==> config.mk <==
export PLATFORM = sky130hd
export DESIGN_NAME = spi_pot_decoder
export DESIGN_NICKNAME = d
export VERILOG_FILES = /design/src/rtl/spi_pot_pkg.sv /design/src/rtl/spi_pot_regfile.sv /design/src/rtl/spi_pot_wiper.sv /design/src/rtl/spi_pot_ctrl.sv /design/src/rtl/spi_pot_decoder.sv
export SDC_FILE = /design/constraint.sdc
export NUM_CORES = 1
export LEC_CHECK = 0
export ABC_CLOCK_PERIOD_IN_PS = 5100
export BUFFER_PORTS_ARGS = -buffer_cell sky130_fd_sc_hd__buf_2
export CAP_MARGIN = 20
export CORE_UTILIZATION = 33
export DETAILED_ROUTE_END_ITERATION = 10
export PLACE_DENSITY_LB_ADDON = 0.1
export RECOVER_POWER = 100
export SKIP_CTS_REPAIR_TIMING = 1
export SYNTH_ARGS = -nofsm -noshare
export SYNTH_HDL_FRONTEND = slang
export SYNTH_HIERARCHICAL = 1
export SYNTH_SLANG_ARGS = --single-unit
==> constraint.sdc <==
create_clock -name clk -period 5.1 [get_ports clk]
set_input_delay 1.53 -clock clk [delete_from_list [all_inputs] [get_ports clk]]
set_output_delay 1.53 -clock clk [all_outputs]
set_load 0.02 [all_outputs]
==> src/rtl/spi_pot_pkg.sv <==
package spi_pot_pkg;

    localparam int BYTE_W = 8;
    localparam int NREG   = 16;
    localparam int IDX_W  = $clog2(NREG);

    localparam logic [3:0] DEV_TYPE = 4'b0101;

    localparam logic [3:0] OP_STEP = 4'b0010;
    localparam logic [3:0] OP_STAT = 4'b0101;
    localparam logic [3:0] OP_RWCR = 4'b1001;
    localparam logic [3:0] OP_WWCR = 4'b1010;
    localparam logic [3:0] OP_RREG = 4'b1011;
    localparam logic [3:0] OP_WREG = 4'b1100;
    localparam logic [3:0] OP_LOAD = 4'b1101;
    localparam logic [3:0] OP_SAVE = 4'b1110;

    typedef enum logic [2:0] {
        ST_IDLE,
        ST_IDENT,
        ST_OPCODE,
        ST_WR_DATA,
        ST_RD_DATA,
        ST_STEPPING,
        ST_CLOSING,
        ST_DISCARD
    } fsm_t;

endpackage

==> src/rtl/spi_pot_regfile.sv <==
module spi_pot_regfile
    import spi_pot_pkg::*;
#(
    parameter int          NV_CYCLES = 400,
    parameter logic [7:0]  RESET_VAL = 8'h80
) (
    input  logic              clk,
    input  logic              rst_n,
    input  logic              we_i,
    input  logic [IDX_W-1:0]  waddr_i,
    input  logic [BYTE_W-1:0] wdata_i,
    input  logic [IDX_W-1:0]  raddr_i,
    output logic [BYTE_W-1:0] rdata_o,
    output logic [BYTE_W-1:0] dr0_o,
    output logic              wip_o
);
    localparam int CW = $clog2(NV_CYCLES + 1);

    logic [BYTE_W-1:0] cells [NREG];
    logic [CW-1:0]     busy_q;

    for (genvar g = 0; g < NREG; g++) begin : g_cell
        logic [BYTE_W-1:0] cell_q;
        always_ff @(posedge clk or negedge rst_n) begin
            if (!rst_n)
                cell_q <= RESET_VAL;
            else if (we_i && waddr_i == IDX_W'(g))
                cell_q <= wdata_i;
        end
        assign cells[g] = cell_q;
    end

    always_ff @(posedge clk or negedge rst_n) begin
        if (!rst_n)
            busy_q <= '0;
        else if (we_i)
            busy_q <= CW'(NV_CYCLES);
        else if (busy_q != '0)
            busy_q <= busy_q - CW'(1);
    end

    assign rdata_o = cells[raddr_i];
    assign dr0_o   = cells[0];
    assign wip_o   = (busy_q != '0);


    store_gate_chk: assert property (@(posedge clk) disable iff (!rst_n)
        we_i |-> !wip_o);


    busy_cause_chk: assert property (@(posedge clk) disable iff (!rst_n)
        $rose(wip_o) |-> $past(we_i));

endmodule

==> src/rtl/spi_pot_wiper.sv <==
module spi_pot_wiper
    import spi_pot_pkg::*;
(
    input  logic              clk,
    input  logic              rst_n,
    input  logic [BYTE_W-1:0] recall_val_i,
    input  logic              load_i,
    input  logic [BYTE_W-1:0] load_val_i,
    input  logic              up_i,
    input  logic              dn_i,
    output logic [BYTE_W-1:0] pos_o
);
    localparam logic [BYTE_W-1:0] TOP = '1;

    logic              boot_q;
    logic [BYTE_W-1:0] pos_q;

    always_ff @(posedge clk or negedge rst_n) begin
        if (!rst_n) begin
            boot_q <= 1'b1;
            pos_q  <= '0;
        end else begin
            boot_q <= 1'b0;
            if (boot_q)
                pos_q <= recall_val_i;
            else if (load_i)
                pos_q <= load_val_i;
            else if (up_i && pos_q != TOP)
                pos_q <= pos_q + BYTE_W'(1);
            else if (dn_i && pos_q != '0)
                pos_q <= pos_q - BYTE_W'(1);
        end
    end

    assign pos_o = pos_q;


    top_sat_chk: assert property (@(posedge clk) disable iff (!rst_n)
        (!boot_q && !load_i && up_i && pos_q == TOP) |=> pos_q == TOP);


    floor_sat_chk: assert property (@(posedge clk) disable iff (!rst_n)
        (!boot_q && !load_i && !up_i && dn_i && pos_q == '0) |=> pos_q == '0);


    idle_hold_chk: assert property (@(posedge clk) disable iff (!rst_n)
        (!boot_q && !load_i && !up_i && !dn_i) |=> $stable(pos_q));

endmodule

==> src/rtl/spi_pot_ctrl.sv <==
module spi_pot_ctrl
    import spi_pot_pkg::*;
(
    input  logic              clk,
    input  logic              rst_n,
    input  logic              sck,
    input  logic              cs_n,
    input  logic              si,
    input  logic              hold_n,
    input  logic              wp_n,
    input  logic [1:0]        dev_addr,
    input  logic [BYTE_W-1:0] wiper_i,
    input  logic [BYTE_W-1:0] rf_rdata_i,
    input  logic              wip_i,
    output logic [IDX_W-1:0]  rf_raddr_o,
    output logic              rf_we_o,
    output logic [IDX_W-1:0]  rf_waddr_o,
    output logic [BYTE_W-1:0] rf_wdata_o,
    output logic              wcr_load_o,
    output logic [BYTE_W-1:0] wcr_val_o,
    output logic              step_up_o,
    output logic              step_dn_o,
    output logic              so_o,
    output logic              so_oe_o
);
    fsm_t state_q, state_d, instr_next;

    logic              sck_q, cs_q, hold_q, so_q, pend_q;
    logic [2:0]        cnt_q;
    logic [6:0]        sh_q;
    logic [3:0]        op_q;
    logic [IDX_W-1:0]  idx_q;
    logic [BYTE_W-1:0] data_q, so_sh_q;

    logic              sck_rise, sck_fall, cs_fall, cs_rise, byte_end;
    logic              id_ok, bank_zero, commit, nv_ok;
    logic [BYTE_W-1:0] byte_now, rd_value;
    logic [3:0]        opc;
    logic [IDX_W-1:0]  idx_now;

    assign sck_rise  = sck && !sck_q && !cs_n && !hold_q;
    assign sck_fall  = !sck && sck_q && !cs_n && !hold_q;
    assign cs_fall   = cs_q && !cs_n;
    assign cs_rise   = cs_n && !cs_q;
    assign byte_end  = sck_rise && (cnt_q == 3'd7);
    assign byte_now  = {sh_q, si};
    assign opc       = byte_now[7:4];
    assign idx_now   = {byte_now[1:0], byte_now[3:2]};
    assign bank_zero = (byte_now[1:0] == 2'b00);
    assign id_ok     = (byte_now == {DEV_TYPE, 2'b00, dev_addr});

    // Instruction byte decode: where the frame continues
    always_comb begin
        unique case (opc)
            OP_STEP:          instr_next = bank_zero ? ST_STEPPING : ST_DISCARD;
            OP_RWCR:          instr_next = bank_zero ? ST_RD_DATA  : ST_DISCARD;
            OP_WWCR:          instr_next = bank_zero ? ST_WR_DATA  : ST_DISCARD;
            OP_RREG, OP_STAT: instr_next = ST_RD_DATA;
            OP_WREG:          instr_next = ST_WR_DATA;
            OP_LOAD, OP_SAVE: instr_next = bank_zero ? ST_CLOSING  : ST_DISCARD;
            default:          instr_next = ST_DISCARD;
        endcase
    end

    always_comb begin
        unique case (opc)
            OP_RWCR: rd_value = wiper_i;
            OP_STAT: rd_value = {{(BYTE_W-1){1'b0}}, wip_i};
            default: rd_value = rf_rdata_i;
        endcase
    end

    // Next-state logic
    always_comb begin
        state_d = state_q;
        unique case (state_q)
            ST_IDLE:     if (cs_fall)  state_d = ST_IDENT;
            ST_IDENT:    if (byte_end) state_d = id_ok ? ST_OPCODE : ST_DISCARD;
            ST_OPCODE:   if (byte_end) state_d = instr_next;
            ST_WR_DATA:  if (byte_end) state_d = ST_CLOSING;
            ST_RD_DATA:  if (byte_end) state_d = ST_CLOSING;
            ST_STEPPING: state_d = ST_STEPPING;
            ST_CLOSING:  state_d = ST_CLOSING;
            ST_DISCARD:  state_d = ST_DISCARD;
        endcase
        if (cs_n)
            state_d = ST_IDLE;
    end

    // State register
    always_ff @(posedge clk or negedge rst_n) begin
        if (!rst_n)
            state_q <= ST_IDLE;
        else
            state_q <= state_d;
    end

    // Frame datapath
    always_ff @(posedge clk or negedge rst_n) begin
        if (!rst_n) begin
            sck_q   <= 1'b0;
            cs_q    <= 1'b0;
            hold_q  <= 1'b0;
            cnt_q   <= '0;
            sh_q    <= '0;
            op_q    <= '0;
            idx_q   <= '0;
            data_q  <= '0;
            so_sh_q <= '0;
            so_q    <= 1'b0;
            pend_q  <= 1'b0;
        end else begin
            sck_q <= sck;
            cs_q  <= cs_n;
            if (cs_n)
                hold_q <= 1'b0;
            else if (!sck && !sck_q)
                hold_q <= !hold_n;
            if (cs_n) begin
                cnt_q <= '0;
                sh_q  <= '0;
            end else if (sck_rise) begin
                cnt_q <= cnt_q + 3'd1;
                sh_q  <= byte_now[6:0];
            end
            if (cs_fall)
                pend_q <= 1'b0;
            if (state_q == ST_OPCODE && byte_end) begin
                op_q    <= opc;
                idx_q   <= idx_now;
                so_sh_q <= rd_value;
                if (instr_next == ST_CLOSING)
                    pend_q <= 1'b1;
            end
            if (state_q == ST_WR_DATA && byte_end) begin
                data_q <= byte_now;
                pend_q <= 1'b1;
            end
            if (state_q == ST_RD_DATA && sck_fall) begin
                so_q    <= so_sh_q[BYTE_W-1];
                so_sh_q <= {so_sh_q[BYTE_W-2:0], 1'b0};
            end
        end
    end

    // Outputs
    always_comb begin
        commit     = cs_rise && pend_q && (cnt_q == 3'd0) && (state_q == ST_CLOSING);
        nv_ok      = wp_n && !wip_i;
        rf_raddr_o = (state_q == ST_OPCODE) ? idx_now : idx_q;
        rf_waddr_o = idx_q;
        rf_wdata_o = (op_q == OP_SAVE) ? wiper_i : data_q;
        rf_we_o    = commit && nv_ok && (op_q == OP_WREG || op_q == OP_SAVE);
        wcr_val_o  = (op_q == OP_LOAD) ? rf_rdata_i : data_q;
        wcr_load_o = commit && (op_q == OP_WWCR || op_q == OP_LOAD);
        step_up_o  = (state_q == ST_STEPPING) && sck_rise && si;
        step_dn_o  = (state_q == ST_STEPPING) && sck_rise && !si;
        so_o       = so_q;
        so_oe_o    = (state_q == ST_RD_DATA) && !cs_n && !hold_q;
    end


    discard_quiet_chk: assert property (@(posedge clk) disable iff (!rst_n)
        (state_q == ST_DISCARD) |-> !(rf_we_o || wcr_load_o || step_up_o || step_dn_o));


    hold_freeze_chk: assert property (@(posedge clk) disable iff (!rst_n)
        (hold_q && !cs_n) |=> $stable(cnt_q));


    idle_stay_chk: assert property (@(posedge clk) disable iff (!rst_n)
        (state_q == ST_IDLE && cs_n) |=> state_q == ST_IDLE);


    commit_frame_chk: assert property (@(posedge clk) disable iff (!rst_n)
        (rf_we_o || wcr_load_o) |-> $past(state_q) == ST_CLOSING);

endmodule

==> src/rtl/spi_pot_decoder.sv <==
module spi_pot_decoder
    import spi_pot_pkg::*;
#(
    parameter int         NV_CYCLES = 400,
    parameter logic [7:0] RESET_VAL = 8'h80
) (
    input  logic       clk,
    input  logic       rst_n,
    input  logic       sck,
    input  logic       cs_n,
    input  logic       si,
    output logic       so,
    output logic       so_oe,
    input  logic       hold_n,
    input  logic       wp_n,
    input  logic [1:0] dev_addr,
    output logic [7:0] wiper_pos
);
    logic [IDX_W-1:0]  rf_raddr, rf_waddr;
    logic [BYTE_W-1:0] rf_rdata, rf_wdata, dr0, wcr_val;
    logic              rf_we, wip, wcr_load, step_up, step_dn;

    spi_pot_ctrl u_ctrl (
        .clk        (clk),
        .rst_n      (rst_n),
        .sck        (sck),
        .cs_n       (cs_n),
        .si         (si),
        .hold_n     (hold_n),
        .wp_n       (wp_n),
        .dev_addr   (dev_addr),
        .wiper_i    (wiper_pos),
        .rf_rdata_i (rf_rdata),
        .wip_i      (wip),
        .rf_raddr_o (rf_raddr),
        .rf_we_o    (rf_we),
        .rf_waddr_o (rf_waddr),
        .rf_wdata_o (rf_wdata),
        .wcr_load_o (wcr_load),
        .wcr_val_o  (wcr_val),
        .step_up_o  (step_up),
        .step_dn_o  (step_dn),
        .so_o       (so),
        .so_oe_o    (so_oe)
    );

    spi_pot_regfile #(
        .NV_CYCLES (NV_CYCLES),
        .RESET_VAL (RESET_VAL)
    ) u_regs (
        .clk     (clk),
        .rst_n   (rst_n),
        .we_i    (rf_we),
        .waddr_i (rf_waddr),
        .wdata_i (rf_wdata),
        .raddr_i (rf_raddr),
        .rdata_o (rf_rdata),
        .dr0_o   (dr0),
        .wip_o   (wip)
    );

    spi_pot_wiper u_wiper (
        .clk          (clk),
        .rst_n        (rst_n),
        .recall_val_i (dr0),
        .load_i       (wcr_load),
        .load_val_i   (wcr_val),
        .up_i         (step_up),
        .dn_i         (step_dn),
        .pos_o        (wiper_pos)
    );

endmodule

==> metrics.md <==
| Metric | Value |
|---|---|
| Root buffer cell | clkbuf_16 |
| DP Wirelength | 17.4 mm |
| Tcrit/Tclk final | 88.6% |
| P per Cell Area | 282 nW/um^2 |
| Final Util | 36.9% |
| #FFs+latches synth | 188 |
| Most frequent cells in the layout | dfrtp_1 (171), mux2_2 (158), nand2_1 (51), mux4_2 (32), nor2_1 (28) |
| Max-slew headroom | -90.2% |
| CP endpoint kind | flop |
| Core box area | 29000 sq um |
| Failing checks | max-capacitance violations, max-slew violations |
| Final Setup Violations | 0 |
| I/O Pins | 19 |
| NetSw | 791 uW |
| Fin. Hold Viols | 0 |
| Actual slew at the worst max-slew pin | 2850 ps |
| Fin crit period | 4520 ps |
| Status | complete, but fails checks |
| Nets | 799 |
| Min-Delay Path Class | flop to flop |
| Sequential power share | 51.4% |
| Slowest stage cell, crit path | nor4_1 |
| Fin Setup TNS | 0 ps |
| Reg clk slew, reported paths | 70 ps |
| Crit path buf inv count | 3 |
| Sw Ratio | 26.2% |
| Synth warn | 6 |
| Slew Limit Fails | 124 |
| Fraction of layout cells with a size suffix above 1 | 34.4% |
| CTS Buf Count | 17 |
| Largest net degree at the start of global routing | 112 |
| CP max stage delay | 640 ps |
| Initial antenna violation count | 0 |
| Die height | 175 microns |
| GPL Wtd Cong | 0.836 |
| Internal power | 2230 uW |
| Vias in the first global route | 6648 |
| First-pass GRT wire length | 39.9 mm |
| CTS HTree Levels | 4 |
| Fmax | 0.221 GHz |
| CTS tree | done |
| GRT overflow | 0 |
| Total GRT Usage | 17.3% |
| Register area share after synthesis | 48.1% |
| WS Path Type | primary input to flop |
| Comb power frac | 6.7% |
| Post-route ant nets | 0 |
| Final Skew | 10.4 ps |
| Avg WL per Cell | 21.1 microns |
| Top FF cell, synth | dfrtp_1 |
| Worst path cell trace | clkbuf_1 -> clkinv_1 -> nor4_1 -> and4b_1 -> clkbuf_1 -> nand2b_1 -> or3_1 -> mux2_2 |
| Worst-Skew Late Latency | 440 ps |
| Post-Synthesis Cells | 767 |
| RSZ-0062 raised after global routing | no |
| Post-synth net total | 788 |
| Die X-Extent | 175 microns |
| Worst EP arrival | 4840 ps |
| Async S/R FF share, synth | 100% |
| Worst-case clock buffer depth | 2 |
| # rows | 62 |
| DIE AREA | 30500 sq um |
| Ant. Diodes | 0 |
| Vias per cell | 5.42 |
| Mapped cell area | 9820 sq um |
| CTS Sinks | 188 |
| Initial Util | 33.8% |
| Maximum Capacitance Violations | 4 |
| Peak fanout along the critical path | 11 |
| Drt initial violations | 444 |
| CP delay by family, top | simple AND/OR/NAND/NOR gates |
| Total vias in the final route | 6366 |
| DR pass1 iterations | 5 |
| Maximum vdd drop | 215 uV |
| Clk pwr share | 42.0% |
| Leakage | 0.00470 uW |
| # DRC | 0 |
| Number of flops mapped to enable cells by yosys | 0 |
| Area Growth Syn to Fin | 8.88% |
| CP most frequent cell | clkbuf_1 |
| Unique cell type count in the Yosys netlist | 81 |
| IO Port Bufs | 18 |
| Crit path required time | 5420 ps |
| Crit path launch type | primary input |
| Reg2Reg Setup Slack | 750 ps |
| Commonest non-fill, non-tap cell in the layout | dfrtp_1 |
| Syn_area_per_cell | 12.8 sq um |
| Layout fillers | 2871 |
| Routed WL | 24.8 mm |
## metrics by stage
stage                     cells  setup WS (ps)  cell area, sq um  power [uW]  hold WS, ps
after floorplan             767            558              9820        1700          456
after global placement     1143            507             10300        1790          467
after detailed placement   1143            440             10300        1790          472
after CTS                  1175            834             10900        3090          496
after global routing       1175            360             10700        3170          518
final                      1175            581             10700        3020          493
## flip-flops by register name, summed over array words and instances, names as in the netlist, 3 cells and up
register and count:
u_wiper/pos_o 8, u_regs/busy_q 9, u_ctrl/op_q 4, u_ctrl/cnt_q 3
u_ctrl/sh_q 7, u_ctrl/so_sh_q 8, u_ctrl/rf_waddr_o 4, u_ctrl/state_q 3
u_regs/g_cell.cell_q 120, u_regs/dr0_o 8, u_ctrl/data_q 8
## cells by family after synthesis
family	synth area share (%)
other	0.0382
buffers and inverters	3.21
AO/OA/AOI/OAI	8.12
flip-flops	48.1
AND/OR/NAND/NOR	10.9
multiplexers	27.6
adder cells (fa/ha/maj)	1.61
XOR/XNOR	0.446
## area by class of cell
class,count,area [sq um],share of cell area [%]
inverter,25,93.8,0.878
multi-input combinational,510,4650,43.5
clock buffer,17,425,3.98
sequential,188,4730,44.2
timing repair buffer,36,184,1.72
tap,384,480,4.49
clock inverter,15,135,1.26
## synthesized netlist by cell type (3+ instances only)
cell type | instances | area share (%)
buf_1 | 3 | 0.11
o31ai_1 | 5 | 0.38
buf_4 | 5 | 0.38
o22ai_1 | 3 | 0.19
a211oi_1 | 4 | 0.31
or3_1 | 5 | 0.32
nor2_1 | 25 | 0.96
a21o_1 | 4 | 0.31
o311ai_0 | 3 | 0.27
a21oi_1 | 9 | 0.46
or4_1 | 4 | 0.31
nand2_1 | 50 | 1.9
nor3_1 | 4 | 0.20
buf_2 | 6 | 0.31
nor2_2 | 6 | 0.38
nor3b_1 | 4 | 0.31
mux2_2 | 159 | 18
a31oi_1 | 12 | 0.76
nand4b_1 | 3 | 0.27
nand2b_1 | 13 | 0.83
inv_1 | 24 | 0.92
mux2i_1 | 5 | 0.51
ha_1 | 11 | 1.4
nor3_2 | 5 | 0.51
o221ai_1 | 9 | 0.80
mux2_4 | 10 | 1.5
buf_6 | 4 | 0.46
nand3b_1 | 3 | 0.23
mux4_2 | 32 | 7.3
dfrtp_1 | 171 | 44
and3_1 | 3 | 0.19
nand3_1 | 7 | 0.36
dfstp_2 | 17 | 4.5
nor2b_1 | 15 | 0.96
a2bb2oi_1 | 8 | 0.71
clkbuf_1 | 26 | 0.99
o21ai_0 | 20 | 1.0
a22oi_1 | 16 | 1.2
xnor2_1 | 4 | 0.36
## power by group through the flow
stage,logic (uW),clock network [uW],registers (uW)
after floorplan,129,0,1580
after detailed placement,214,0,1580
after global routing,229,1390,1550
after global placement,207,0,1580
final,201,1270,1550
after CTS,215,1320,1550
## final timing paths
kind | end | depth (start not counted) | start
setup / recovery | u_regs/g_cell[8].cell_q[1] | 8 | cs_n
hold / removal | u_ctrl/so_sh_q[5] | 2 | u_ctrl/so_sh_q[4]
setup reg to reg | u_ctrl/so_sh_q[3] | 11 | u_ctrl/state_q[2]
hold reg to reg | u_ctrl/so_sh_q[5] | 2 | u_ctrl/so_sh_q[4]
max in group asynchronous | u_regs/g_cell[2].cell_q[3] | 2 | rst_n
min in group asynchronous | u_ctrl/hold_q | 1 | rst_n
## worst register-to-register path, stage by stage (launching register included)
cell and delay [ps]:
dfrtp_1 500, or3b_2 630, mux2_1 610, buf_4 310
buf_4 290, mux4_2 530, a22oi_1 370, nand2_1 200
nor2b_1 180, a31oi_1 170, a2bb2oi_1 260, o221ai_1 160
## per-layer routing
layer	GRT usage, %	vias up	routed length, microns
met2	28.2	105	12200
met3	3.06	21	777
met1	23.6	3346	11400
li1	-	2894	-
met5	0	-	0
met4	5.11	0	423
(Power assumes the default switching activity.)
